==> config.mk <==
export PLATFORM = sky130hd
export DESIGN_NAME = keyed_wdog_timer
export DESIGN_NICKNAME = d
export VERILOG_FILES = /design/src/rtl/kwd_pkg.sv /design/src/rtl/kwd_half.sv /design/src/rtl/kwd_key_seq.sv /design/src/rtl/keyed_wdog_timer.sv
export SDC_FILE = /design/constraint.sdc
export NUM_CORES = 1
export LEC_CHECK = 0
export ABC_AREA = 1
export BUFFER_PORTS_ARGS = -buffer_cell sky130_fd_sc_hd__buf_2
export CAP_MARGIN = 15
export CORE_UTILIZATION = 35
export CTS_BUF_LIST = sky130_fd_sc_hd__clkbuf_2 sky130_fd_sc_hd__clkbuf_4 sky130_fd_sc_hd__clkbuf_8
export DETAILED_ROUTE_END_ITERATION = 10
export GPL_ROUTABILITY_DRIVEN = 0
export GPL_TIMING_DRIVEN = 1
export SETUP_SLACK_MARGIN = 0.1
export SYNTH_ARGS = -nofsm -noshare
export SYNTH_HDL_FRONTEND = slang
export SYNTH_SLANG_ARGS = --single-unit
export TNS_END_PERCENT = 50
==> constraint.sdc <==
create_clock -name clk -period 3.05 [get_ports clk]
set_clock_uncertainty 0.05 [all_clocks]
set_input_delay 0.61 -clock clk [delete_from_list [all_inputs] [get_ports clk]]
set_output_delay 0.61 -clock clk [all_outputs]
set_load 0.05 [all_outputs]
==> src/rtl/kwd_pkg.sv <==
package kwd_pkg;
  localparam int KEY_W = 16;
  localparam logic [7:0] OFF_CNT_LO = 8'h10;
  localparam logic [7:0] OFF_CNT_HI = 8'h14;
  localparam logic [7:0] OFF_PRD_LO = 8'h18;
  localparam logic [7:0] OFF_PRD_HI = 8'h1C;
  localparam logic [7:0] OFF_TCTL   = 8'h20;
  localparam logic [7:0] OFF_GCTL   = 8'h24;
  localparam logic [7:0] OFF_WDCTL  = 8'h28;
  localparam logic [KEY_W-1:0] KEY_FIRST  = 16'hA5C6;
  localparam logic [KEY_W-1:0] KEY_SECOND = 16'hDA7E;
  localparam logic [1:0] MODE_GP = 2'b01;
  localparam logic [1:0] MODE_WD = 2'b10;
  localparam int RUN_BIT = 7;

  typedef enum logic [2:0] {
    WD_IDLE,
    WD_ARM,
    WD_RUN,
    WD_SVC,
    WD_DEAD
  } wd_state_t;
endpackage

==> src/rtl/kwd_half.sv <==
module kwd_half #(
  parameter int W = 32
) (
  input  logic         clk,
  input  logic         rst_n,
  input  logic         load,
  input  logic [W-1:0] load_val,
  input  logic         inc,
  input  logic         wrap,
  output logic [W-1:0] value
);
  always_ff @(posedge clk or negedge rst_n) begin
    if (!rst_n) begin
      value <= '0;
    end else if (load) begin
      value <= load_val;
    end else if (inc) begin
      value <= wrap ? '0 : value + 1'b1;
    end
  end
endmodule

==> src/rtl/kwd_key_seq.sv <==
module kwd_key_seq
  import kwd_pkg::*;
#(
  parameter int KW = 16
) (
  input  logic          clk,
  input  logic          rst_n,
  input  logic          wd_mode,
  input  logic          wr,
  input  logic [KW-1:0] key,
  input  logic          en_bit,
  input  logic          expire,
  output wd_state_t     st,
  output logic          restart,
  output logic          rst_req
);
  localparam logic [KW-1:0] K1 = KW'(KEY_FIRST);
  localparam logic [KW-1:0] K2 = KW'(KEY_SECOND);

  wd_state_t st_d;
  logic      fire;

  always_comb begin
    st_d    = st;
    fire    = 1'b0;
    restart = 1'b0;
    unique case (st)
      WD_IDLE: if (wr && wd_mode && key == K1 && en_bit) st_d = WD_ARM;
      WD_ARM: begin
        if (wr) begin
          if (key == K2 && en_bit) begin
            st_d    = WD_RUN;
            restart = 1'b1;
          end else begin
            st_d = WD_IDLE;
          end
        end
      end
      WD_RUN, WD_SVC: begin
        if (expire) begin
          fire = 1'b1;
          st_d = WD_DEAD;
        end else if (wr) begin
          if (st == WD_RUN && key == K1) begin
            st_d = WD_SVC;
          end else if (st == WD_SVC && key == K2) begin
            st_d    = WD_RUN;
            restart = 1'b1;
          end else begin
            fire = 1'b1;
            st_d = WD_DEAD;
          end
        end
      end
      default: st_d = WD_DEAD;
    endcase
  end

  always_ff @(posedge clk or negedge rst_n) begin
    if (!rst_n) begin
      st      <= WD_IDLE;
      rst_req <= 1'b0;
    end else begin
      st      <= st_d;
      rst_req <= fire;
    end
  end
endmodule

==> src/rtl/keyed_wdog_timer.sv <==
module keyed_wdog_timer
  import kwd_pkg::*;
#(
  parameter int ADDR_W = 8,
  parameter int HALF_W = 32
) (
  input  logic              clk,
  input  logic              rst_n,
  input  logic              tick_en,
  input  logic [ADDR_W-1:0] bus_addr,
  input  logic              bus_we,
  input  logic [HALF_W-1:0] bus_wdata,
  output logic [HALF_W-1:0] bus_rdata,
  output logic              wd_rst_req
);
  localparam int NHALF  = 2;
  localparam int FULL_W = NHALF * HALF_W;

  logic [HALF_W-1:0] prd_q [NHALF];
  logic [HALF_W-1:0] cnt_q [NHALF];
  logic [7:0]        tcr_q;
  logic [1:0]        en_q;
  logic [1:0]        mode_q;
  logic [KEY_W-1:0]  key_q;
  logic [KEY_W-1:0]  wr_key;
  wd_state_t         st;
  logic              restart, armed, locked, expire, wd_step, gp_run, cnt_wr_ok;
  logic              wr_wd, at_limit;
  logic [FULL_W-1:0] cnt_full, prd_full;
  logic [HALF_W-1:0] cnt_lo, prd_lo;
  logic [HALF_W-1:0] rd_d;

  logic              h_load [NHALF];
  logic              h_inc  [NHALF];
  logic              h_wrap [NHALF];
  logic [HALF_W-1:0] h_val  [NHALF];

  assign wr_key    = bus_wdata[HALF_W-1 -: KEY_W];
  assign wr_wd     = bus_we && bus_addr == ADDR_W'(OFF_WDCTL);
  assign armed     = (st == WD_RUN) || (st == WD_SVC);
  assign locked    = armed || (st == WD_DEAD);
  assign cnt_full  = {cnt_q[1], cnt_q[0]};
  assign prd_full  = {prd_q[1], prd_q[0]};
  assign at_limit  = cnt_full == prd_full;
  assign expire    = armed && tick_en && at_limit;
  assign wd_step   = armed && tick_en && !at_limit && !restart;
  assign gp_run    = (mode_q == MODE_GP) && en_q[0] && tcr_q[RUN_BIT] && tick_en;
  assign cnt_wr_ok = !tcr_q[RUN_BIT] && !locked;
  assign cnt_lo    = cnt_q[0];
  assign prd_lo    = prd_q[0];

  kwd_key_seq #(.KW(KEY_W)) u_seq (
    .clk     (clk),
    .rst_n   (rst_n),
    .wd_mode (mode_q == MODE_WD),
    .wr      (wr_wd),
    .key     (wr_key),
    .en_bit  (bus_wdata[0]),
    .expire  (expire),
    .st      (st),
    .restart (restart),
    .rst_req (wd_rst_req)
  );

  // low half counts in both modes; high half carries only in watchdog mode
  assign h_inc[0]  = gp_run || wd_step;
  assign h_wrap[0] = gp_run && (cnt_q[0] == prd_q[0]);
  assign h_inc[1]  = wd_step && (&cnt_q[0]);
  assign h_wrap[1] = 1'b0;

  for (genvar h = 0; h < NHALF; h++) begin : g_half
    localparam logic [ADDR_W-1:0] CNT_OFF = ADDR_W'(OFF_CNT_LO) + ADDR_W'(4 * h);
    localparam logic [ADDR_W-1:0] PRD_OFF = ADDR_W'(OFF_PRD_LO) + ADDR_W'(4 * h);

    assign h_load[h] = restart || (bus_we && bus_addr == CNT_OFF && cnt_wr_ok);
    assign h_val[h]  = restart ? '0 : bus_wdata;

    kwd_half #(.W(HALF_W)) u_half (
      .clk      (clk),
      .rst_n    (rst_n),
      .load     (h_load[h]),
      .load_val (h_val[h]),
      .inc      (h_inc[h]),
      .wrap     (h_wrap[h]),
      .value    (cnt_q[h])
    );

    always_ff @(posedge clk or negedge rst_n) begin
      if (!rst_n) begin
        prd_q[h] <= '0;
      end else if (bus_we && bus_addr == PRD_OFF && !locked) begin
        prd_q[h] <= bus_wdata;
      end
    end
  end

  always_ff @(posedge clk or negedge rst_n) begin
    if (!rst_n) begin
      tcr_q  <= '0;
      en_q   <= '0;
      mode_q <= '0;
      key_q  <= '0;
    end else if (bus_we) begin
      if (bus_addr == ADDR_W'(OFF_TCTL)) tcr_q <= bus_wdata[7:0];
      if (bus_addr == ADDR_W'(OFF_GCTL)) begin
        en_q <= bus_wdata[1:0];
        if (tcr_q == '0 && !locked) mode_q <= bus_wdata[3:2];
      end
      if (wr_wd) key_q <= wr_key;
    end
  end

  always_comb begin
    rd_d = '0;
    unique case (bus_addr)
      ADDR_W'(OFF_CNT_LO): rd_d = cnt_q[0];
      ADDR_W'(OFF_CNT_HI): rd_d = cnt_q[1];
      ADDR_W'(OFF_PRD_LO): rd_d = prd_q[0];
      ADDR_W'(OFF_PRD_HI): rd_d = prd_q[1];
      ADDR_W'(OFF_TCTL):   rd_d = HALF_W'(tcr_q);
      ADDR_W'(OFF_GCTL):   rd_d = HALF_W'({mode_q, en_q});
      ADDR_W'(OFF_WDCTL):  rd_d = {key_q, (HALF_W - KEY_W - 1)'(0), armed};
      default:             rd_d = '0;
    endcase
  end

  always_ff @(posedge clk or negedge rst_n) begin
    if (!rst_n) bus_rdata <= '0;
    else        bus_rdata <= rd_d;
  end
endmodule

==> impl_metrics.csv <==
group,metric,value,unit
timing,finalCritPeriodShare,90.77,%
setup_path,cp.arrival,3.16,ns
logic_synthesis,synth_top_cells_by_area,"dfrtp_1 38%, nand2_1 21%, inv_1 7.3%",
placement,io_buffers,76,
timing,drv_slew,0,
pwr,seqPwrFrac,56.2,%
timing,final.setup.worst_slack,0.2816,ns
setup_path,path_max_fanout,35,
logic_synthesis,syn-num-nets,1966,
setup_path,start_kind,"flop",
setup_path,criticalPathCategory,"flop to flop",
drt,ant_nets,0,
layout,drive_above_1_share,10.27,%
pwr,total_power,4586,µW
pwr,switching_share,27.81,%
drt,drtIter0Drc,1441,
setup_path,max_stage_delay,0.46,ns
placement,dp_cells,2415,
layout,insertedDiodeCount,0,
global_routing,grt_pass1_vias,12246,
logic_synthesis,synth_area,12790,µm²
floorplanning,start_util,35.80,%
logic_synthesis,synth_top_flop_cell,"dfrtp_1",
layout,final_nets,2019,
timing,worst_slew_pin_slew,0.6453,ns
timing,rsz0062_at_grt,"no",
pwr,irDropWorstVdd,0.2315,mV
logic_synthesis,async_flop_share,100.0,%
setup_path,r2r_cells,15,
timing,tns,0,ns
clocking,cts_buffer_depth,2,
floorplanning,fp-row-count,69,
timing,setup-violations-final,0,
drt,drc,0,
clocking,cts_sinks,192,
layout,syn2layout_area_growth,11.47,%
placement,dp_slack,0.2486,ns
timing,fin_crit,2.768,ns
global_routing,grt_usage,25.98,%
setup_path,r2r-end,"g_half[0].u_half.value[2]$_DFFE_PN0P_",
timing,clock.fmax,361.2,MHz
layout,finalCoreUtilization,39.90,%
layout,stdcell_count,2447,
pwr,p_int,3311,µW
pwr,net-switching-power,1275,µW
setup_path,crit_path_end_kind,"flop",
drt,firstDrtPassIters,7,
floorplanning,num_io_pins,77,
drt,vias_per_cell,5.373,
clocking,clk_pin_slew,0.12,ns
drt,avgRoutedWirePerCell,19.29,µm
placement,dp_hpwl,35210,µm
pwr,power.density,321.5,nW/µm²
clocking,cts_tree,"built",
pwr,p_comb_share,4.9,%
global_routing,grt_max_degree,89,
logic_synthesis,synthCells,1920,
logic_synthesis,synth_top_cell_area_share,37.55,%
logic_synthesis,synth_top_area_cell,"dfrtp_1",
logic_synthesis,synth-edff-count,0,
logic_synthesis,synth_common_cells,"707 x nand2_1, 250 x inv_1, 192 x dfrtp_1",
timing,slew_headroom,56.53,%
pwr,p_leak,0.007591,µW
drt,dr_total_vias,13148,
drt,routed_wirelength,47200,µm
logic_synthesis,ys_types,43,
floorplanning,die_area,37320,µm²
setup_path,path_cells,"inv_1, nand2_1, nand2_1, nor2_1, nand2_1, nor2_1, nand2_1, nor2_2, nand3_4, nand2_4, buf_6, nand4_1, nand2_1, nand2_1, nand2_1",
global_routing,antenna_found_initial,0,
setup_path,cp_slowest_cell,"dfrtp_1",
clocking,cts_buffers,17,
status,status,"finished, final reports clean",
timing,hold_violations,0,
pwr,power_frac_clock,38.9,%
logic_synthesis,synth.avg_cell_area,6.664,µm²
global_routing,grt_pass1_wl,72780,µm
worst_hold_path,hold_class,"input pin to asynchronous set/reset pin",
setup_path,crit_top_cell,"nand2_1",
global_routing,grt-ovfl-total,0,
floorplanning,design.core.area,35740,µm²
clocking,cts_setup_buffers,0,
clocking,h-tree-depth,4,
floorplanning,fp.dieW,193.2,µm
clocking,clkLatencyLatePin,0.51,ns
logic_synthesis,synth-warning-count,0,
setup_path,required,3.44,ns
flow_run,maxCapViolCount,0,
clocking,root_buffer,"clkbuf_8",
floorplanning,die_height,193.2,µm
logic_synthesis,yosysMostFrequentCell,"nand2_1",
logic_synthesis,ys_ff_latch,192,
logic_synthesis,yosysSeqAreaShare,37.55,%
setup_path,r2r_start,"g_half[1].u_half.value[27]$_DFFE_PN0P_",
setup_path,timing.reg2reg.setup_slack,0.28,ns
==> metrics by stage <==
| step | instance area [µm²] | hold WS (ns) |
|---|---|---|
| 2_1_floorplan | 12790 | 0.2644 |
| 3_3_place_gp | 13850 | 0.4213 |
| 3_5_place_dp | 13850 | 0.4287 |
| 4_1_cts | 14250 | 0.06422 |
| 5_1_grt | 14260 | 0.09468 |
| 6_report | 14260 | 0.06910 |
==> placed cells by master (no fill, tap or decap), types with 15 or more instances in the layout <==
| cell type | instances |
|---|---|
| xor2_1 | 57 |
| nand2_1 | 705 |
| o22ai_1 | 22 |
| clkbuf_8 | 18 |
| nand3_1 | 66 |
| buf_4 | 49 |
| inv_1 | 250 |
| nor2_1 | 128 |
| dfrtp_1 | 190 |
| nand4_1 | 139 |
| xnor2_1 | 15 |
| buf_2 | 75 |
| nor3_1 | 31 |
| a21oi_1 | 16 |
| o21ai_0 | 117 |
| a221oi_1 | 16 |
==> power groups by stage <==
stage               clock (µW)  combinational, µW  sequential, µW
floorplan                    0               53.1            2630
global placement             0                220            2630
detailed placement           0                222            2630
CTS                       1820                223            2580
global route              1900                243            2580
finish                    1780                224            2580
==> how the worst max path moves through the flow <==
stage,start,endpoint,slack (ns)
floorplan,bus_addr[1],g_half[1].u_half.value[24]$_DFFE_PN0P_,0.76
global placement,bus_wdata[29],g_half[0].u_half.value[2]$_DFFE_PN0P_,0.25
detailed placement,bus_wdata[29],g_half[0].u_half.value[2]$_DFFE_PN0P_,0.25
CTS,g_half[1].u_half.value[18]$_DFFE_PN0P_,g_half[0].u_half.value[2]$_DFFE_PN0P_,0.23
global route,g_half[1].u_half.value[27]$_DFFE_PN0P_,g_half[0].u_half.value[2]$_DFFE_PN0P_,0.12
finish,g_half[1].u_half.value[27]$_DFFE_PN0P_,g_half[0].u_half.value[2]$_DFFE_PN0P_,0.28
==> area by class of cell <==
cell class                      instances  area [µm²]
Clock buffer                           17       234.0
Fill cell                            3825       21480
Tap cell                              461       576.8
Multi-Input combinational cell       1361        6504
Timing Repair Buffer                  137       979.7
Clock inverter                         15       170.2
Inverter                              264       991.0
Sequential cell                       192        4807
==> worst max-delay path, delay by kind of cell, from the launching register on <==
family	cells	cell delay, ns
simple gates	13	1.71
flops	1	0.46
buf+inv	2	0.46
==> what timing repair did <==
| action | CTS | global route |
|---|---|---|
| setup endpoints to repair | 0 | 49 |
| gates resized for setup | 0 | 4 |
| hold buffers | 0 | 0 |
==> cells by family (layout without fill, tap and decap cells) <==
group | after synthesis | in the layout | share of synthesized area (%)
adder cells (fa/ha/maj) | 2 | 2 | 0.1955
XOR/XNOR | 72 | 72 | 4.929
AO/OA/AOI/OAI | 188 | 188 | 8.498
AND/OR/NAND/NOR | 1099 | 1099 | 37.08
flip-flops | 192 | 192 | 37.55
buffers and inverters | 367 | 433 | 11.74
==> state kept, by name (all words and copies together) (netlist names) <==
register / cells
bus_rdata: 32
en_q: 2
g_half.u_half.value: 64
key_q: 16
mode_q: 2
prd_full: 32
prd_lo: 32
tcr_q: 8
u_seq.rst_req: 1
u_seq.st: 3
==> routing by layer <==
metal / global-route usage [%] / vias to the layer above / routed length (µm) / part of all wire [%]
met4: 10.34 / 0 / 1597 / 3.4
met2: 39.09 / 606 / 20730 / 44
met1: 37.16 / 6220 / 21020 / 45
met3: 3.928 / 85 / 3854 / 8.2
met5: 0 / - / 0 / 0
li1: - / 6237 / - / -
No activity file was read; power rests on OpenSTA's default activity.
